===== src/rtl/agg_pkg.sv =====
package agg_pkg;
   localparam int ADDR_STATUS = 0;
   localparam int MASK_BASE   = 4;
   localparam int NUM_MASK    = 4;   // request 0, request 1, machine-check 0, machine-check 1
   localparam int IDX_IRQ0    = 0;
   localparam int IDX_MCHK0   = 2;

   function automatic logic addr_is_mask(input int unsigned a);
      return (a >= MASK_BASE) && (a < MASK_BASE + NUM_MASK);
   endfunction
endpackage


===== src/rtl/agg_sync.sv =====
module agg_sync #(
   parameter int                WIDTH     = 32,
   parameter int                STAGES    = 2,
   parameter logic [WIDTH-1:0]  LIVE_MASK = '1
) (
   input  logic             clk,
   input  logic             rst_n,
   input  logic [WIDTH-1:0] async_i,
   output logic [WIDTH-1:0] sync_o
);
   if (STAGES < 2) begin : g_bad_stages
      $error("agg_sync: STAGES must be at least 2");
   end

   logic [WIDTH-1:0] chain_q [STAGES];

   for (genvar s = 0; s < STAGES; s++) begin : g_stage
      always_ff @(posedge clk or negedge rst_n) begin
         if (!rst_n)      chain_q[s] <= '0;
         else if (s == 0) chain_q[s] <= async_i & LIVE_MASK;
         else             chain_q[s] <= chain_q[(s == 0) ? 0 : s-1];
      end
   end

   assign sync_o = chain_q[STAGES-1];
endmodule


===== src/rtl/agg_mask_bank.sv =====
module agg_mask_bank #(
   parameter int WIDTH    = 32,
   parameter int ADDR_W   = 4,
   parameter int BASE     = 4,
   parameter int NUM_MASK = 4
) (
   input  logic                             clk,
   input  logic                             rst_n,
   input  logic                             wr_en,
   input  logic [ADDR_W-1:0]                addr,
   input  logic [WIDTH-1:0]                 wdata,
   output logic [NUM_MASK-1:0][WIDTH-1:0]   mask_o,
   output logic [WIDTH-1:0]                 rd_o
);
   if (BASE + NUM_MASK > (1 << ADDR_W)) begin : g_bad_map
      $error("agg_mask_bank: mask window exceeds address space");
   end

   for (genvar i = 0; i < NUM_MASK; i++) begin : g_mask
      logic hit;
      assign hit = wr_en && (int'(addr) == BASE + i);
      always_ff @(posedge clk or negedge rst_n) begin
         if (!rst_n)   mask_o[i] <= '0;
         else if (hit) mask_o[i] <= wdata;
      end
   end

   always_comb begin
      rd_o = '0;
      for (int i = 0; i < NUM_MASK; i++)
         if (int'(addr) == BASE + i) rd_o = mask_o[i];
   end
endmodule


===== src/rtl/agg_out_bank.sv =====
module agg_out_bank #(
   parameter int WIDTH = 32,
   parameter int LINES = 2
) (
   input  logic                          clk,
   input  logic                          rst_n,
   input  logic [WIDTH-1:0]              stat_i,
   input  logic [LINES-1:0][WIDTH-1:0]   mask_i,
   output logic [LINES-1:0]              req_o
);
   if (LINES < 1) begin : g_bad_lines
      $error("agg_out_bank: LINES must be at least 1");
   end

   for (genvar n = 0; n < LINES; n++) begin : g_line
      always_ff @(posedge clk or negedge rst_n) begin
         if (!rst_n) req_o[n] <= 1'b0;
         else        req_o[n] <= |(stat_i & mask_i[n]);
      end

      AST_MASK_BLOCKS: assert property (@(posedge clk) disable iff (!rst_n)
         (mask_i[n] == '0) |=> !req_o[n]);
      AST_LEVEL_FALL: assert property (@(posedge clk) disable iff (!rst_n)
         (stat_i == '0) |=> !req_o[n]);
   end
endmodule


===== src/rtl/lvl_irq_aggregator.sv =====
module lvl_irq_aggregator #(
   parameter int                 NUM_SRC    = 32,
   parameter int                 DATA_W     = 32,
   parameter int                 ADDR_W     = 4,
   parameter int                 SYNC_STAGES = 2,
   parameter logic [NUM_SRC-1:0] LIVE_MASK  = 32'h0001_FFFF
) (
   input  logic              clk,
   input  logic              rst_n,
   input  logic              bus_sel,
   input  logic              bus_wr,
   input  logic [ADDR_W-1:0] bus_addr,
   input  logic [DATA_W-1:0] bus_wdata,
   output logic [DATA_W-1:0] bus_rdata,
   input  logic [NUM_SRC-1:0] src_lvl,
   output logic [1:0]        irq_req,
   output logic [1:0]        mchk_req
);
   import agg_pkg::*;

   localparam int LINES = NUM_MASK / 2;

   if (NUM_SRC > DATA_W) begin : g_bad_width
      $error("lvl_irq_aggregator: NUM_SRC must not exceed DATA_W");
   end

   logic [NUM_SRC-1:0]                 status;
   logic [NUM_MASK-1:0][NUM_SRC-1:0]   mask_all;
   logic [NUM_SRC-1:0]                 mask_rd;
   logic [DATA_W-1:0]                  rd_nxt;
   logic                               wr_en, rd_en;

   assign wr_en = bus_sel &&  bus_wr;
   assign rd_en = bus_sel && !bus_wr;

   agg_sync #(.WIDTH(NUM_SRC), .STAGES(SYNC_STAGES), .LIVE_MASK(LIVE_MASK)) u_sync (
      .clk(clk), .rst_n(rst_n), .async_i(src_lvl), .sync_o(status));

   agg_mask_bank #(.WIDTH(NUM_SRC), .ADDR_W(ADDR_W), .BASE(MASK_BASE), .NUM_MASK(NUM_MASK)) u_masks (
      .clk(clk), .rst_n(rst_n), .wr_en(wr_en), .addr(bus_addr),
      .wdata(bus_wdata[NUM_SRC-1:0]), .mask_o(mask_all), .rd_o(mask_rd));

   agg_out_bank #(.WIDTH(NUM_SRC), .LINES(LINES)) u_irq (
      .clk(clk), .rst_n(rst_n), .stat_i(status),
      .mask_i(mask_all[IDX_IRQ0+LINES-1:IDX_IRQ0]), .req_o(irq_req));

   agg_out_bank #(.WIDTH(NUM_SRC), .LINES(LINES)) u_mchk (
      .clk(clk), .rst_n(rst_n), .stat_i(status),
      .mask_i(mask_all[IDX_MCHK0+LINES-1:IDX_MCHK0]), .req_o(mchk_req));

   always_comb begin
      rd_nxt = '0;
      if (int'(bus_addr) == ADDR_STATUS)        rd_nxt[NUM_SRC-1:0] = status;
      else if (addr_is_mask(int'(bus_addr)))    rd_nxt[NUM_SRC-1:0] = mask_rd;
   end

   always_ff @(posedge clk or negedge rst_n) begin
      if (!rst_n)     bus_rdata <= '0;
      else if (rd_en) bus_rdata <= rd_nxt;
   end

   AST_RSVD_ZERO: assert property (@(posedge clk) disable iff (!rst_n)
      (status & ~LIVE_MASK) == '0);
   AST_STATUS_RO: assert property (@(posedge clk) disable iff (!rst_n)
      (wr_en && int'(bus_addr) == ADDR_STATUS) |=> $stable(mask_all));
   AST_HOLE_READ: assert property (@(posedge clk) disable iff (!rst_n)
      (rd_en && int'(bus_addr) != ADDR_STATUS && !addr_is_mask(int'(bus_addr))) |=> bus_rdata == '0);
   AST_RD_HOLD: assert property (@(posedge clk) disable iff (!rst_n)
      !bus_sel |=> $stable(bus_rdata));
endmodule


===== config.mk =====
export PLATFORM = sky130hd
export DESIGN_NAME = lvl_irq_aggregator
export DESIGN_NICKNAME = d
export VERILOG_FILES = /design/src/rtl/agg_pkg.sv /design/src/rtl/agg_sync.sv /design/src/rtl/agg_mask_bank.sv /design/src/rtl/agg_out_bank.sv /design/src/rtl/lvl_irq_aggregator.sv
export SDC_FILE = /design/constraint.sdc
export NUM_CORES = 1
export LEC_CHECK = 0
export BUFFER_PORTS_ARGS = -buffer_cell sky130_fd_sc_hd__buf_2
export CAP_MARGIN = 5
export CORE_ASPECT_RATIO = 0.8
export CORE_MARGIN = 2
export CORE_UTILIZATION = 50
export CTS_CLUSTER_DIAMETER = 60
export CTS_CLUSTER_SIZE = 30
export DETAILED_ROUTE_END_ITERATION = 7
export PLACE_DENSITY = 0.75
export SLEW_MARGIN = 20
export SYNTH_ARGS = -nofsm -noshare
export SYNTH_HDL_FRONTEND = slang
export SYNTH_SLANG_ARGS = --single-unit

===== constraint.sdc =====
create_clock -name clk -period 3.5 [get_ports clk]
set_clock_uncertainty 0.2 [all_clocks]
set_input_delay 0.35 -clock clk [delete_from_list [all_inputs] [get_ports clk]]
set_output_delay 0.35 -clock clk [all_outputs]
set_load 0.01 [all_outputs]

* After elaboration in Yosys (flattened, before gate mapping)
Index checks and enable logic that the tools add are counted.
Storage, ports and cells: bits in registers 198, bits of input ports 72, output and inout port bits 36, word-level logic and storage cells 40
Operators by class: $lt $le $gt $ge 2, equal/unequal tests 4, muxes and demuxes 6, bitwise operators 4, reduce and logical (&&, ||, !) cells 13
Operators by type and width (count):
- two-way mux 32 bit | 6
- AND 17 x 32 -> 32 bit | 4
- OR reduction 32 bit | 4
- == test 4 bit, second input constant | 4
- logical AND 1 bit | 7
- >= comparator 4 x 3 -> 1 bit, second input constant | 1
- zero test 4 bit | 1
- < comparator 4 bit, second input constant | 1
- zero test 1 bit | 1

* Depth between registers and ports, before layout
Gate-level depths: netlist of the first run.
depth in word-level cells 7, gate-level depth with buffers 6, gate-level depth less buffers 4

* Modules after synthesis
Synthesis of the first run repeated with hierarchy kept, for this count alone.
Unflattened totals: cells, all modules 651, area total of the unflattened synthesis 9250.1 um^2
By module, submodules not included:
- agg_mask_bank | instances 1, cells each 350, area an instance 5800.6 um^2, seq. area each 3203.1 um^2
- lvl_irq_aggregator | instances 1, cells each 146, area an instance 1624.1 um^2, seq. area each 800.8 um^2
- agg_sync | instances 1, cells each 67, area an instance 1094.8 um^2, seq. area each 850.8 um^2
- agg_out_bank | instances 2, cells each 44, area an instance 365.4 um^2, seq. area each 50.0 um^2

* Worst setup path before layout of the first run
No wires, ideal clock.
path kind input to register, start point input bus_addr[1], end point register u_masks.mask_o[33] (netlist bit), setup time 0.125 ns, data arrival time 1.455 ns, data required time 3.175 ns, setup slack 1.720 ns, stages on the path 4, path buffers 2, cells stage by stage buf_2 -> nor4b_4 -> buf_6 -> mux2_2
On the way: longest elaborated chain between the ends 2
Ends and longest elaborated chain:
- start: declaration | line lvl_irq_aggregator.sv:12 | input logic [ADDR_W-1:0] bus_addr,
- == test 4 bit | line agg_mask_bank.sv:21 | assign hit = wr_en && (int'(addr) == BASE + i);
- logical AND 1 bit | line agg_mask_bank.sv:21
- end signal: indexed assignment | line agg_mask_bank.sv:24 | else if (hit) mask_o[i] <= wdata;
- end: declaration | line agg_mask_bank.sv:12 | output logic [NUM_MASK-1:0][WIDTH-1:0] mask_o,
No other way between the ends. A chain may end at the register's enable or synchronous reset.

* Worst setup path after layout of the first run
start point input bus_addr[1], end point register bus_rdata[12]
On the way: longest elaborated chain between the ends 7, elaborated cells between the ends (all ways) 14, classes of those cells order compare (2); eq/ne (4); mux (6); reduce/logical (2)
Ends and longest elaborated chain:
- == test 4 bit | line agg_mask_bank.sv:31 | if (int'(addr) == BASE + i) rd_o = mask_o[i];
- two-way mux 32 bit (4 in series) | line agg_mask_bank.sv:31
- two-way mux 32 bit | line lvl_irq_aggregator.sv:54 | else if (addr_is_mask(int'(bus_addr))) rd_nxt[NUM_SRC-1:0] = mask_rd;
- two-way mux 32 bit (*) | line lvl_irq_aggregator.sv:53 | if (int'(bus_addr) == ADDR_STATUS) rd_nxt[NUM_SRC-1:0] = status;
- end signal: assignment | line lvl_irq_aggregator.sv:59 | else if (rd_en) bus_rdata <= rd_nxt;
- end: declaration | line lvl_irq_aggregator.sv:14 | output logic [DATA_W-1:0] bus_rdata,
Every way passes the cells marked *; elsewhere a longest branch is shown, timed or not.

==> metrics.txt, run 1 <==
# TYPE chip_impl_metric gauge
chip_impl_info{name="run_status",value="completed"} 1
chip_impl_metric{name="antenna_cells",unit=""} 0
chip_impl_metric{name="power_switching_share",unit=""} 0.252
chip_impl_info{name="r2r-end",value="u_irq.req_o[1]"} 1
chip_impl_metric{name="ys_warn_count",unit=""} 0
chip_impl_metric{name="power_switching",unit="mW"} 1.44
chip_impl_metric{name="post_drt_via_cell_ratio",unit=""} 5.84
chip_impl_metric{name="final_wirelength",unit="um"} 19800
chip_impl_metric{name="synth.cell_area",unit="sq um"} 8180
chip_impl_metric{name="internal_power_of_the_cells",unit="mW"} 4.27
chip_impl_metric{name="synth.avg_cell_area",unit="sq um"} 13.6
chip_impl_metric{name="floorplan.io_pins",unit=""} 108
chip_impl_metric{name="drv_slew",unit=""} 0
chip_impl_metric{name="port_buffers",unit=""} 92
chip_impl_metric{name="fmax",unit="MHz"} 493
chip_impl_metric{name="die_h",unit="um"} 118
chip_impl_metric{name="max-cap-violations",unit=""} 0
chip_impl_metric{name="routed_wire_length_per_instance",unit="um"} 20.5
chip_impl_metric{name="synth_cell_types",unit=""} 29
chip_impl_info{name="path_class",value="primary input to register"} 1
chip_impl_info{name="holdCritPathClass",value="primary input to register"} 1
chip_impl_metric{name="global_route.overflow_total",unit=""} 0
chip_impl_metric{name="clock-sinks",unit=""} 198
chip_impl_metric{name="clockBufferDepth",unit=""} 2
chip_impl_metric{name="grt_pass1_wl",unit="um"} 31600
chip_impl_metric{name="synth_compound_gate_area_share",unit=""} 0.108
chip_impl_metric{name="timing.critical_path.arrival",unit="ns"} 2.16
chip_impl_metric{name="grt_antenna_before_repair",unit=""} 0
chip_impl_metric{name="power",unit="mW"} 5.71
chip_impl_metric{name="timing.reg2reg.worst_path_depth",unit=""} 4
chip_impl_metric{name="critical_path.max_fanout",unit=""} 23
chip_impl_metric{name="track_usage",unit=""} 0.234
chip_impl_metric{name="muxShareOfSynthArea",unit=""} 0.217
chip_impl_metric{name="ys_seq_area_frac",unit=""} 0.606
chip_impl_metric{name="crit_required",unit="ns"} 3.64
chip_impl_metric{name="initial_core_util",unit=""} 0.514
chip_impl_metric{name="share_clk_of_total_power",unit=""} 0.355
chip_impl_metric{name="vias",unit=""} 5638
chip_impl_metric{name="synth-simple-area-share",unit=""} 0.0427
chip_impl_metric{name="setup_total_negative_slack",unit="ns"} 0
chip_impl_info{name="grt_setup_unrepaired",value="no"} 1
chip_impl_metric{name="core-area",unit="sq um"} 15900
chip_impl_info{name="holdCritStartpoint",value="bus_wdata[24]"} 1
chip_impl_metric{name="finalCritPeriodShare",unit=""} 0.579
chip_impl_info{name="critical_path.startpoint",value="bus_addr[1]"} 1
chip_impl_metric{name="die_span_x",unit="um"} 147
chip_impl_metric{name="worst_skew_pair.late_latency",unit="ns"} 0.43
chip_impl_metric{name="mappedNetlistNets",unit=""} 672
chip_impl_metric{name="share_of_synthesized_cell_area_in_full_adder_half_adder_and_majority_cells",unit=""} 0
chip_impl_metric{name="first_pass_iters",unit=""} 5
chip_impl_metric{name="fp_rows",unit=""} 41
chip_impl_metric{name="areaGrowthSynthToFinish",unit="%"} 20.9
chip_impl_info{name="combinational_family_with_the_most_area_after_synthesis",value="multiplexers"} 1
chip_impl_metric{name="grt_pass1_vias",unit=""} 5843
chip_impl_metric{name="slew_headroom",unit=""} 0.476
chip_impl_metric{name="detailedPlacementHpwl",unit="um"} 12700
chip_impl_info{name="cts_tree",value="done"} 1
chip_impl_metric{name="final_antenna_net_count",unit=""} 0
chip_impl_metric{name="layout_min_cycle_time",unit="ns"} 2.03
chip_impl_metric{name="place_congestion",unit=""} 0.826
chip_impl_metric{name="finalNetCount",unit=""} 809
chip_impl_metric{name="power_frac_seq",unit=""} 0.503
chip_impl_metric{name="worst_reg_to_reg_setup_slack",unit="ns"} 1.65
chip_impl_metric{name="worst_pin_slew",unit="ns"} 0.780
chip_impl_metric{name="hold_violations",unit=""} 0
chip_impl_info{name="worstSetupEndpointType",value="register"} 1
chip_impl_metric{name="synth.ff_latch_count",unit=""} 198
chip_impl_metric{name="drive_above_1_share",unit=""} 0.376
chip_impl_metric{name="grt_start_max_net_pins",unit=""} 93
chip_impl_metric{name="htree_levels",unit=""} 4
chip_impl_info{name="cp-start-kind",value="primary input"} 1
chip_impl_info{name="min_to",value="u_masks.mask_o[88]"} 1
chip_impl_metric{name="synthCells",unit=""} 600
chip_impl_metric{name="die_area",unit="sq um"} 17400
chip_impl_metric{name="timing.hold.worst_path_depth",unit=""} 2
chip_impl_metric{name="p_leak",unit="nW"} 4.57
chip_impl_metric{name="p_comb_frac",unit=""} 0.142
chip_impl_metric{name="route.detailed.drc",unit=""} 0
chip_impl_metric{name="setup_violations",unit=""} 0
chip_impl_metric{name="powerDensity",unit="nW/um^2"} 578
chip_impl_info{name="r2r_start",value="u_sync.sync_o[16]"} 1
chip_impl_metric{name="tritoncts.num_buffers",unit=""} 17
chip_impl_info{name="clock_root_buffer_master",value="sky130_fd_sc_hd__clkbuf_16"} 1
chip_impl_metric{name="synth-xor-area-share",unit=""} 0
chip_impl_metric{name="largest_voltage_drop_on_the_vdd_net",unit="uV"} 392
chip_impl_metric{name="post_cts_clock_slew_at_the_launch_and_capture_registers_of_the_worst_setup_and_hold_paths",unit="ns"} 0.07
chip_impl_metric{name="detailedRoute.firstIterationViolations",unit=""} 594
==> cell usage after synthesis (all sizes together) <==
cell      n  area, sq um
a22o      4         35.0
mux2i    22          220
nand3     5         25.0
o22ai    10         62.6
clkbuf   15         56.3
mux2    138         1550
nor4      2         42.5
and3      4         25.0
a22oi    33          248
a222oi    4         40.0
nor4b     1         23.8
a221oi    8         70.1
buf      19          158
nand2    42          158
or2       1         8.76
nand2b    3         26.3
nor2      3         21.3
dfrtp   198         4950
o21ai    86          430
nand3b    1         11.3
and2b     1         7.51
==> cells by family after synthesis <==
logic type / Yosys count
multiplexers: 160
AND/OR/NAND/NOR: 63
buffers and inverters: 34
flip-flops: 198
AO/OA/AOI/OAI: 145
==> sequential cells by signal (all words and copies together) (netlist names) <==
register        flops
u_mchk.req_o        2
u_sync.chain_q     17
bus_rdata          32
u_irq.req_o         2
u_masks.mask_o    128
u_sync.sync_o      17
==> worst max-delay path, cell delays in order <==
cell and delay (ns):
sky130_fd_sc_hd__buf_2 0.28, sky130_fd_sc_hd__or2_4 0.44, sky130_fd_sc_hd__nor4_4 0.62, sky130_fd_sc_hd__buf_6 0.25
sky130_fd_sc_hd__a22oi_1 0.09, sky130_fd_sc_hd__o21ai_0 0.13
==> through the flow <==
step	cells	hold WS, ns	worst slack [ns]	util	cell area (sq um)
floorplan	600	-0.146	1.72	-	8180
global placement	891	0.132	0.951	0.556	8850
detailed placement	892	0.135	1.04	0.557	8860
CTS	965	0.000237	1.49	0.621	9880
global route	965	0.00519	1.38	0.621	9880
finish	965	0.0154	1.47	0.621	9880
==> power by group through the flow <==
stage	Clock [mW]	Sequential (mW)	Combinational, mW
finish	2.03	2.88	0.809
global route	2.14	2.92	0.888
CTS	2.05	2.87	0.814
detailed placement	0	2.91	0.772
global placement	0	2.88	0.736
floorplan	0	2.85	0.497
==> metal layers <==
layer / up-vias / GRT usage / part of all wire
li1: 2491 / - / -
met1: 2899 / 0.313 / 0.44
met2: 217 / 0.379 / 0.49
met3: 31 / 0.0529 / 0.059
met4: 0 / 0.0799 / 0.018
met5: - / 0 / 0
==> repair_timing <==
item / 4_1_cts / 5_1_grt
gates resized for setup: 0 / 0
setup buffers: 0 / 0
endpoints found under the hold margin: 182 / 0
hold buffers: 41 / 0
==> worst max-delay path by stage <==
| stage | endpoint |
|---|---|
| 6_report | bus_rdata[12] |
| 5_1_grt | u_masks.mask_o[113] |
| 4_1_cts | bus_rdata[12] |
| 3_5_place_dp | bus_rdata[12] |
| 3_3_place_gp | bus_rdata[1] |
| 2_1_floorplan | u_masks.mask_o[33] |
==> layout by cell type, fill, tap and decap left out, types with 4 or more instances in the layout <==
cell type                       count
sky130_fd_sc_hd__mux2_1             6
sky130_fd_sc_hd__a22oi_1           33
sky130_fd_sc_hd__a22o_1             4
sky130_fd_sc_hd__o21ai_0           78
sky130_fd_sc_hd__a222oi_1           4
sky130_fd_sc_hd__buf_4             17
sky130_fd_sc_hd__clkbuf_16         17
sky130_fd_sc_hd__and3_1             4
sky130_fd_sc_hd__nand2_1           42
sky130_fd_sc_hd__buf_2             91
sky130_fd_sc_hd__bufinv_16          4
sky130_fd_sc_hd__a221oi_1           8
sky130_fd_sc_hd__dlygate4sd3_1     41
sky130_fd_sc_hd__nand3_1            5
sky130_fd_sc_hd__o22ai_1           10
sky130_fd_sc_hd__o21ai_1            8
sky130_fd_sc_hd__clkinv_2           6
sky130_fd_sc_hd__dfrtp_1          198
sky130_fd_sc_hd__mux2i_1           22
sky130_fd_sc_hd__mux2_2           132
==> cell type report <==
type,instances,area (sq um)
tap,215,269
clock buffer,18,429
timing repair buffer,152,1040
clock inverter,14,183
fill,1195,6020
sequential,198,4950
multi-input combinational,368,3010
Power figures use the tool's default switching activity.
==> inputs of run 2 (changes only) <==
clock period = 2.1 ns   (was 3.5 ns; I/O delays follow)
==> run 2 against run 1 <==
Critical path depth decreased by 2. Flip-flop and latch count is the same. Largest cell class unchanged. Worst hold slack better by 0.10 ns. Register-to-register slack got worse by 1.3 ns. Cell count rose by 1.7%. Core utilization increased by 1.5 points.
==> metrics.txt, run 2 (synthesized netlist as in run 1, its figures left out) <==
# TYPE chip_impl_metric gauge
chip_impl_info{name="run_status",value="completed"} 1
chip_impl_metric{name="num-fill-cells",unit=""} 1186
chip_impl_info{name="crit_path_top_delay_cell",value="sky130_fd_sc_hd__dfrtp_1"} 1
chip_impl_info{name="cp-start-kind",value="register"} 1
chip_impl_info{name="top_register",value="u_masks.mask_o"} 1
chip_impl_metric{name="route.detailed.drc",unit=""} 0
chip_impl_metric{name="worst_skew_pair.late_latency",unit="ns"} 0.44
chip_impl_metric{name="cpPeakStageDelay",unit="ns"} 0.44
chip_impl_metric{name="drive_above_1_share",unit=""} 0.377
chip_impl_metric{name="antenna_cells",unit=""} 0
chip_impl_metric{name="drv_slew",unit=""} 0
chip_impl_info{name="holdCritPathClass",value="primary input to asynchronous set/reset pin"} 1
chip_impl_metric{name="internal_power_of_the_cells",unit="mW"} 7.29
chip_impl_metric{name="fp_rows",unit=""} 41
chip_impl_metric{name="die_h",unit="um"} 118
chip_impl_metric{name="power_switching_share",unit=""} 0.251
chip_impl_metric{name="floorplan.io_pins",unit=""} 108
chip_impl_metric{name="global_route.overflow_total",unit=""} 0
chip_impl_metric{name="power_switching",unit="mW"} 2.44
chip_impl_metric{name="regArea",unit="sq um"} 4950
chip_impl_metric{name="slew_headroom",unit=""} 0.633
chip_impl_info{name="grt_setup_unrepaired",value="no"} 1
chip_impl_metric{name="areaGrowthSynthToFinish",unit="%"} 23.8
chip_impl_metric{name="vias",unit=""} 5639
chip_impl_metric{name="first_pass_iters",unit=""} 5
chip_impl_metric{name="p_leak",unit="nW"} 4.67
chip_impl_metric{name="routed_wire_length_per_instance",unit="um"} 20.2
chip_impl_metric{name="track_usage",unit=""} 0.237
chip_impl_info{name="path_class",value="register to register"} 1
chip_impl_metric{name="core-area",unit="sq um"} 15900
chip_impl_metric{name="final_wirelength",unit="um"} 19800
chip_impl_metric{name="post_drt_via_cell_ratio",unit=""} 5.75
chip_impl_metric{name="finalCritPeriodShare",unit=""} 0.857
chip_impl_metric{name="place_congestion",unit=""} 0.834
chip_impl_info{name="top_flop_regs",value="u_masks.mask_o x128, bus_rdata x32"} 1
chip_impl_metric{name="port_buffers",unit=""} 92
chip_impl_metric{name="cts.repair_timing.setup_buffer_count",unit=""} 0
chip_impl_metric{name="tritoncts.num_buffers",unit=""} 17
chip_impl_metric{name="fmax",unit="MHz"} 556
chip_impl_metric{name="max-cap-violations",unit=""} 0
chip_impl_metric{name="worst_pin_slew",unit="ns"} 0.551
chip_impl_metric{name="power",unit="mW"} 9.73
chip_impl_metric{name="multi_input_gate_area",unit="sq um"} 3010
chip_impl_metric{name="crit_required",unit="ns"} 2.18
chip_impl_metric{name="hold_violations",unit=""} 0
chip_impl_metric{name="grt_pass1_wl",unit="um"} 32100
chip_impl_metric{name="cts_repair_resize_count",unit=""} 0
chip_impl_metric{name="power_frac_seq",unit=""} 0.493
chip_impl_metric{name="detailedPlacementHpwl",unit="um"} 12600
chip_impl_metric{name="die_span_x",unit="um"} 147
chip_impl_metric{name="timing.critical_path.arrival",unit="ns"} 1.88
chip_impl_info{name="layout_common_cells",value="sky130_fd_sc_hd__dfrtp_1 (198), sky130_fd_sc_hd__mux2_2 (132), sky130_fd_sc_hd__buf_2 (91), sky130_fd_sc_hd__o21ai_0 (78), sky130_fd_sc_hd__dlygate4sd3_1 (50)"} 1
chip_impl_metric{name="initial_core_util",unit=""} 0.514
chip_impl_info{name="layout_commonest_cell",value="sky130_fd_sc_hd__dfrtp_1"} 1
chip_impl_metric{name="setup_violations",unit=""} 0
chip_impl_metric{name="detailedRoute.firstIterationViolations",unit=""} 524
chip_impl_metric{name="final_antenna_net_count",unit=""} 0
chip_impl_metric{name="critical_path_buf_inv_count",unit=""} 0
chip_impl_metric{name="clockBufferDepth",unit=""} 2
chip_impl_metric{name="powerDensity",unit="nW/um^2"} 961
chip_impl_metric{name="share_clk_of_total_power",unit=""} 0.365
chip_impl_metric{name="p_comb_frac",unit=""} 0.142
chip_impl_metric{name="grt_antenna_before_repair",unit=""} 1
chip_impl_metric{name="clock-sinks",unit=""} 198
chip_impl_metric{name="finalNetCount",unit=""} 825
chip_impl_info{name="clock_root_buffer_master",value="sky130_fd_sc_hd__clkbuf_16"} 1
chip_impl_metric{name="largest_reg_flops",unit=""} 128
chip_impl_info{name="cts_tree",value="done"} 1
chip_impl_metric{name="hold_buffers",unit=""} 50
chip_impl_metric{name="grt_start_max_net_pins",unit=""} 62
chip_impl_metric{name="die_area",unit="sq um"} 17400
chip_impl_info{name="critical-path-top-delay-family",value="compound AO/OA/AOI/OAI gates"} 1
chip_impl_metric{name="grt_pass1_vias",unit=""} 6055
chip_impl_metric{name="htree_levels",unit=""} 4
chip_impl_info{name="cp_cell_sequence",value="a22o_1 -> a221oi_1 -> and3_1 -> nand3_1"} 1
chip_impl_metric{name="critical_path.max_fanout",unit=""} 5
chip_impl_metric{name="setup_total_negative_slack",unit="ns"} 0
chip_impl_metric{name="layout_min_cycle_time",unit="ns"} 1.80
chip_impl_metric{name="largest_voltage_drop_on_the_vdd_net",unit="uV"} 520
chip_impl_info{name="worstSetupEndpointType",value="register"} 1
chip_impl_metric{name="post_cts_clock_slew_at_the_launch_and_capture_registers_of_the_worst_setup_and_hold_paths",unit="ns"} 0.07
==> run 2: cell count changes in the layout (fill, tap and decap cells not counted), sizes merged <==
cell and delta:
dlygate4sd3 +9, buf +7, inv +2, clkinv -3, bufinv +1
==> run 2: cell type report <==
type                    count  share of cell area
flip-flops and latches    198               0.489
multi-input cells         368               0.297
repair buffers            168               0.122
clock buffers              18              0.0424
well taps                 215              0.0266
clock inverters            14              0.0220
==> run 2: per-layer routing <==
| layer | vias up | wire length [um] | track usage |
|---|---|---|---|
| met5 | - | 0 | 0 |
| met4 | 0 | 547 | 0.0877 |
| met3 | 62 | 1140 | 0.0575 |
| met2 | 215 | 9450 | 0.384 |
| met1 | 2837 | 8650 | 0.314 |
| li1 | 2525 | - | - |
==> run 2: path summary, 6_finish.rpt <==
check / startpoint / end / slack [ns] / depth (start not counted)
hold / removal: rst_n / u_masks.mask_o[26] / 0.12 / 2
setup / recovery: u_sync.sync_o[16] / u_irq.req_o[1] / 0.30 / 4
min in group clk: u_sync.chain_q[39] / u_sync.sync_o[7] / 0.15 / 0
hold reg to reg: u_sync.chain_q[39] / u_sync.sync_o[7] / 0.15 / 0
setup reg to reg: u_sync.sync_o[16] / u_irq.req_o[1] / 0.30 / 4
max in group asynchronous: rst_n / u_masks.mask_o[98] / 0.90 / 3
==> run 2: power groups by stage <==
stage	combinational, mW	sequential [mW]	clock (mW)
CTS	1.39	4.78	3.60
finish	1.38	4.79	3.56
global placement	1.24	4.80	0
detailed placement	1.30	4.85	0
floorplan	0.828	4.75	0
global route	1.52	4.86	3.75
==> run 2: stage by stage <==
| stage | setup WS (ns) | std cells | utilization | area (sq um) | hold slack, ns |
|---|---|---|---|---|---|
| 6_report | 0.300 | 981 | 0.637 | 10100 | 0.118 |
| 5_1_grt | 0.161 | 981 | 0.637 | 10100 | 0.150 |
| 4_1_cts | 0.301 | 981 | 0.637 | 10100 | 0.142 |
| 3_5_place_dp | 0.105 | 899 | 0.564 | 8970 | 0.0361 |
| 3_3_place_gp | 0.128 | 899 | 0.564 | 8970 | 0.0278 |
| 2_1_floorplan | 0.460 | 600 | - | 8180 | -0.286 |
==> inputs of run 3 (changes only) <==
ABC_AREA = 1   (was not set)
PLACE_DENSITY = 0.74   (was 0.75)
==> run 3 against run 2 <==
Maximum frequency is 28% higher. Clock-buffer cell count is 6 higher. Core utilization is 2.2 points lower. Sequential power hardly changed. Critical path depth is 3 lower. Wire length is 10% higher. Global-route usage is 1.0 points higher. Largest power group unchanged. Worst hold slack worse by 0.030 ns. Setup slack better by 0.39 ns. Combinational power is 6% lower. Sequential share of layout area is 2.1 points lower.
==> metrics.txt, run 3 <==
# TYPE chip_impl_metric gauge
chip_impl_info{name="run_status",value="completed"} 1
chip_impl_metric{name="htree_levels",unit=""} 4
chip_impl_info{name="grt_setup_unrepaired",value="no"} 1
chip_impl_info{name="cp-start-kind",value="register"} 1
chip_impl_metric{name="core-area",unit="sq um"} 17200
chip_impl_metric{name="vias",unit=""} 7343
chip_impl_metric{name="timing.critical_path.arrival",unit="ns"} 1.00
chip_impl_metric{name="slew_headroom",unit=""} 0.586
chip_impl_info{name="top_register",value="u_masks.mask_o"} 1
chip_impl_metric{name="worst_pin_slew",unit="ns"} 0.619
chip_impl_metric{name="fmax",unit="MHz"} 712
chip_impl_metric{name="final_antenna_net_count",unit=""} 0
chip_impl_metric{name="drive_above_1_share",unit=""} 0.174
chip_impl_info{name="clock_root_buffer_master",value="sky130_fd_sc_hd__clkbuf_16"} 1
chip_impl_metric{name="floorplan.io_pins",unit=""} 108
chip_impl_metric{name="hold_violations",unit=""} 0
chip_impl_info{name="synthTopCellsByArea",value="sky130_fd_sc_hd__dfrtp_1 (57%), sky130_fd_sc_hd__nand2_1 (13%), sky130_fd_sc_hd__o21ai_0 (5.9%)"} 1
chip_impl_metric{name="port_buffers",unit=""} 92
chip_impl_metric{name="largest_voltage_drop_on_the_vdd_net",unit="uV"} 503
chip_impl_metric{name="die_span_x",unit="um"} 152
chip_impl_metric{name="clockBufferDepth",unit=""} 2
chip_impl_metric{name="ys_seq_area_frac",unit=""} 0.569
chip_impl_metric{name="track_usage",unit=""} 0.247
chip_impl_info{name="synth.largest_area_cell",value="sky130_fd_sc_hd__dfrtp_1"} 1
chip_impl_metric{name="route.detailed.drc",unit=""} 0
chip_impl_info{name="top_flop_regs",value="u_masks.mask_o x128, bus_rdata x32"} 1
chip_impl_metric{name="worst_skew_pair.late_latency",unit="ns"} 0.44
chip_impl_metric{name="drv_slew",unit=""} 0
chip_impl_metric{name="post-synth-top-area-fraction",unit=""} 0.569
chip_impl_metric{name="synth.cell_area",unit="sq um"} 8710
chip_impl_metric{name="finalNetCount",unit=""} 1213
chip_impl_info{name="ys_dominant_reg_cell",value="sky130_fd_sc_hd__dfrtp_1"} 1
chip_impl_metric{name="ys_warn_count",unit=""} 0
chip_impl_metric{name="place_congestion",unit=""} 0.903
chip_impl_metric{name="grt_pass1_vias",unit=""} 6955
chip_impl_metric{name="initial_core_util",unit=""} 0.506
chip_impl_info{name="cp_cell_sequence",value="buf_2"} 1
chip_impl_metric{name="power_frac_seq",unit=""} 0.498
chip_impl_metric{name="grt_pass1_wl",unit="um"} 35000
chip_impl_metric{name="async_flop_share",unit=""} 1.00
chip_impl_metric{name="final_wirelength",unit="um"} 21800
chip_impl_metric{name="critical_path.max_fanout",unit=""} 2
chip_impl_metric{name="first_pass_iters",unit=""} 5
chip_impl_metric{name="finalCritPeriodShare",unit=""} 0.669
chip_impl_info{name="cts_tree",value="done"} 1
chip_impl_info{name="worstSetupEndpointType",value="output port"} 1
chip_impl_metric{name="mappedNetlistNets",unit=""} 1072
chip_impl_metric{name="global_route.overflow_total",unit=""} 0
chip_impl_metric{name="largest_reg_flops",unit=""} 128
chip_impl_metric{name="synth.ff_latch_count",unit=""} 198
chip_impl_metric{name="internal_power_of_the_cells",unit="mW"} 7.04
chip_impl_metric{name="post_cts_clock_slew_at_the_launch_and_capture_registers_of_the_worst_setup_and_hold_paths",unit="ns"} 0.06
chip_impl_metric{name="clock-sinks",unit=""} 198
chip_impl_info{name="holdCritPathClass",value="primary input to asynchronous set/reset pin"} 1
chip_impl_metric{name="synth.avg_cell_area",unit="sq um"} 8.71
chip_impl_metric{name="tritoncts.num_buffers",unit=""} 17
chip_impl_info{name="crit_path_top_delay_cell",value="sky130_fd_sc_hd__dfrtp_1"} 1
chip_impl_metric{name="die_h",unit="um"} 122
chip_impl_metric{name="post_drt_via_cell_ratio",unit=""} 5.32
chip_impl_metric{name="max-cap-violations",unit=""} 0
chip_impl_metric{name="setup_total_negative_slack",unit="ns"} 0
chip_impl_metric{name="crit_required",unit="ns"} 1.69
chip_impl_info{name="post-synth-top-count-cell",value="sky130_fd_sc_hd__nand2_1"} 1
chip_impl_metric{name="hold_ws",unit="ns"} 0.0882
chip_impl_metric{name="layout_min_cycle_time",unit="ns"} 1.41
chip_impl_metric{name="areaGrowthSynthToFinish",unit="%"} 21.6
chip_impl_metric{name="p_comb_frac",unit=""} 0.137
chip_impl_info{name="layout_commonest_cell",value="sky130_fd_sc_hd__nand2_1"} 1
chip_impl_metric{name="synth_cell_types",unit=""} 27
chip_impl_metric{name="share_clk_of_total_power",unit=""} 0.365
chip_impl_metric{name="die_area",unit="sq um"} 18500
chip_impl_metric{name="detailedPlacementHpwl",unit="um"} 14100
chip_impl_metric{name="setup_violations",unit=""} 0
chip_impl_info{name="layout_common_cells",value="sky130_fd_sc_hd__nand2_1 (294), sky130_fd_sc_hd__dfrtp_1 (198), sky130_fd_sc_hd__o21ai_0 (102), sky130_fd_sc_hd__buf_2 (91), sky130_fd_sc_hd__inv_1 (80)"} 1
chip_impl_metric{name="detailedRoute.firstIterationViolations",unit=""} 818
chip_impl_metric{name="synthCells",unit=""} 1000
chip_impl_metric{name="powerDensity",unit="nW/um^2"} 902
chip_impl_info{name="critical-path-top-delay-family",value="flip-flops"} 1
chip_impl_metric{name="grt_antenna_before_repair",unit=""} 1
chip_impl_info{name="synth.top_cells.by_count",value="sky130_fd_sc_hd__nand2_1 (294), sky130_fd_sc_hd__dfrtp_1 (198), sky130_fd_sc_hd__o21ai_0 (102), sky130_fd_sc_hd__inv_1 (80), sky130_fd_sc_hd__nand3_1 (70)"} 1
chip_impl_metric{name="critical_path_buf_inv_count",unit=""} 1
chip_impl_info{name="path_class",value="register to output port"} 1
chip_impl_metric{name="power_switching_share",unit=""} 0.263
chip_impl_metric{name="final_util",unit=""} 0.615
chip_impl_metric{name="synth_edf_count",unit=""} 0
chip_impl_metric{name="power_switching",unit="mW"} 2.51
chip_impl_metric{name="fp_rows",unit=""} 43
chip_impl_metric{name="routed_wire_length_per_instance",unit="um"} 15.8
chip_impl_metric{name="cpPeakStageDelay",unit="ns"} 0.41
chip_impl_metric{name="p_leak",unit="nW"} 5.35
chip_impl_metric{name="grt_start_max_net_pins",unit=""} 50
## run 3: stage by stage
stage	instances	instance area (sq um)	worst slack (ns)	power, mW
after floorplan	1000	8710	0.677	5.52
after detailed placement	1297	9450	0.291	6.05
after CTS	1378	10600	0.682	9.59
final	1379	10600	0.695	9.55
after global placement	1297	9450	0.317	5.98
after global routing	1378	10600	0.564	10.0
## run 3: path summary, 6_finish.rpt
path	startpoint	slack (ns)	endpoint	depth (start not counted)
max in group asynchronous	rst_n	0.98	u_masks.mask_o[118]	3
min in group clk	bus_addr[3]	0.10	u_masks.mask_o[66]	4
hold / removal	rst_n	0.09	bus_rdata[9]	2
setup reg to reg	u_sync.sync_o[5]	0.75	u_irq.req_o[0]	4
hold reg to reg	u_sync.chain_q[38]	0.15	u_sync.sync_o[6]	0
setup / recovery	bus_rdata[16]	0.69	bus_rdata[16]	1
## run 3: layout make-up
type	instances	area [sq um]
Antenna cell	1	2.50
Clock buffer	24	492
Clock inverter	7	143
Fill cell	1501	6630
Inverter	84	318
Multi-Input combinational cell	668	3150
Sequential cell	198	4950
Tap cell	225	282
Timing Repair Buffer	172	1240
## run 3: power groups by stage
stage	Combinational (mW)	Clock, mW	Sequential (mW)
3_3_place_gp	1.19	0	4.80
6_report	1.30	3.49	4.76
5_1_grt	1.49	3.72	4.83
2_1_floorplan	0.781	0	4.74
3_5_place_dp	1.23	0	4.81
4_1_cts	1.31	3.53	4.75
## run 3: metal layers
| metal | wire [um] | part of all wire | GRT usage | vias to the layer above |
|---|---|---|---|---|
| li1 | - | - | - | 3529 |
| met1 | 9980 | 0.46 | 0.348 | 3517 |
| met2 | 10000 | 0.46 | 0.387 | 259 |
| met3 | 1370 | 0.063 | 0.0483 | 38 |
| met4 | 408 | 0.019 | 0.0851 | 0 |
| met5 | 0 | 0 | 0 | - |
## run 3: cells by family (layout without fill, tap and decap cells)
family | Yosys count | count (layout) | share of synthesized area
and+or+nand+nor | 464 | 464 | 0.229
AOI/OAI and AO/OA | 204 | 204 | 0.132
DFF | 198 | 198 | 0.569
buffers and inverters | 134 | 287 | 0.0695
other | 0 | 1 | 0
## run 3: timing repair
item | 4_1_cts | 5_1_grt
resized for setup | 0 | 0
buffers inserted | 0 | 0
endpoints found under the hold margin | 343 | 0
hold buffers | 50 | 0
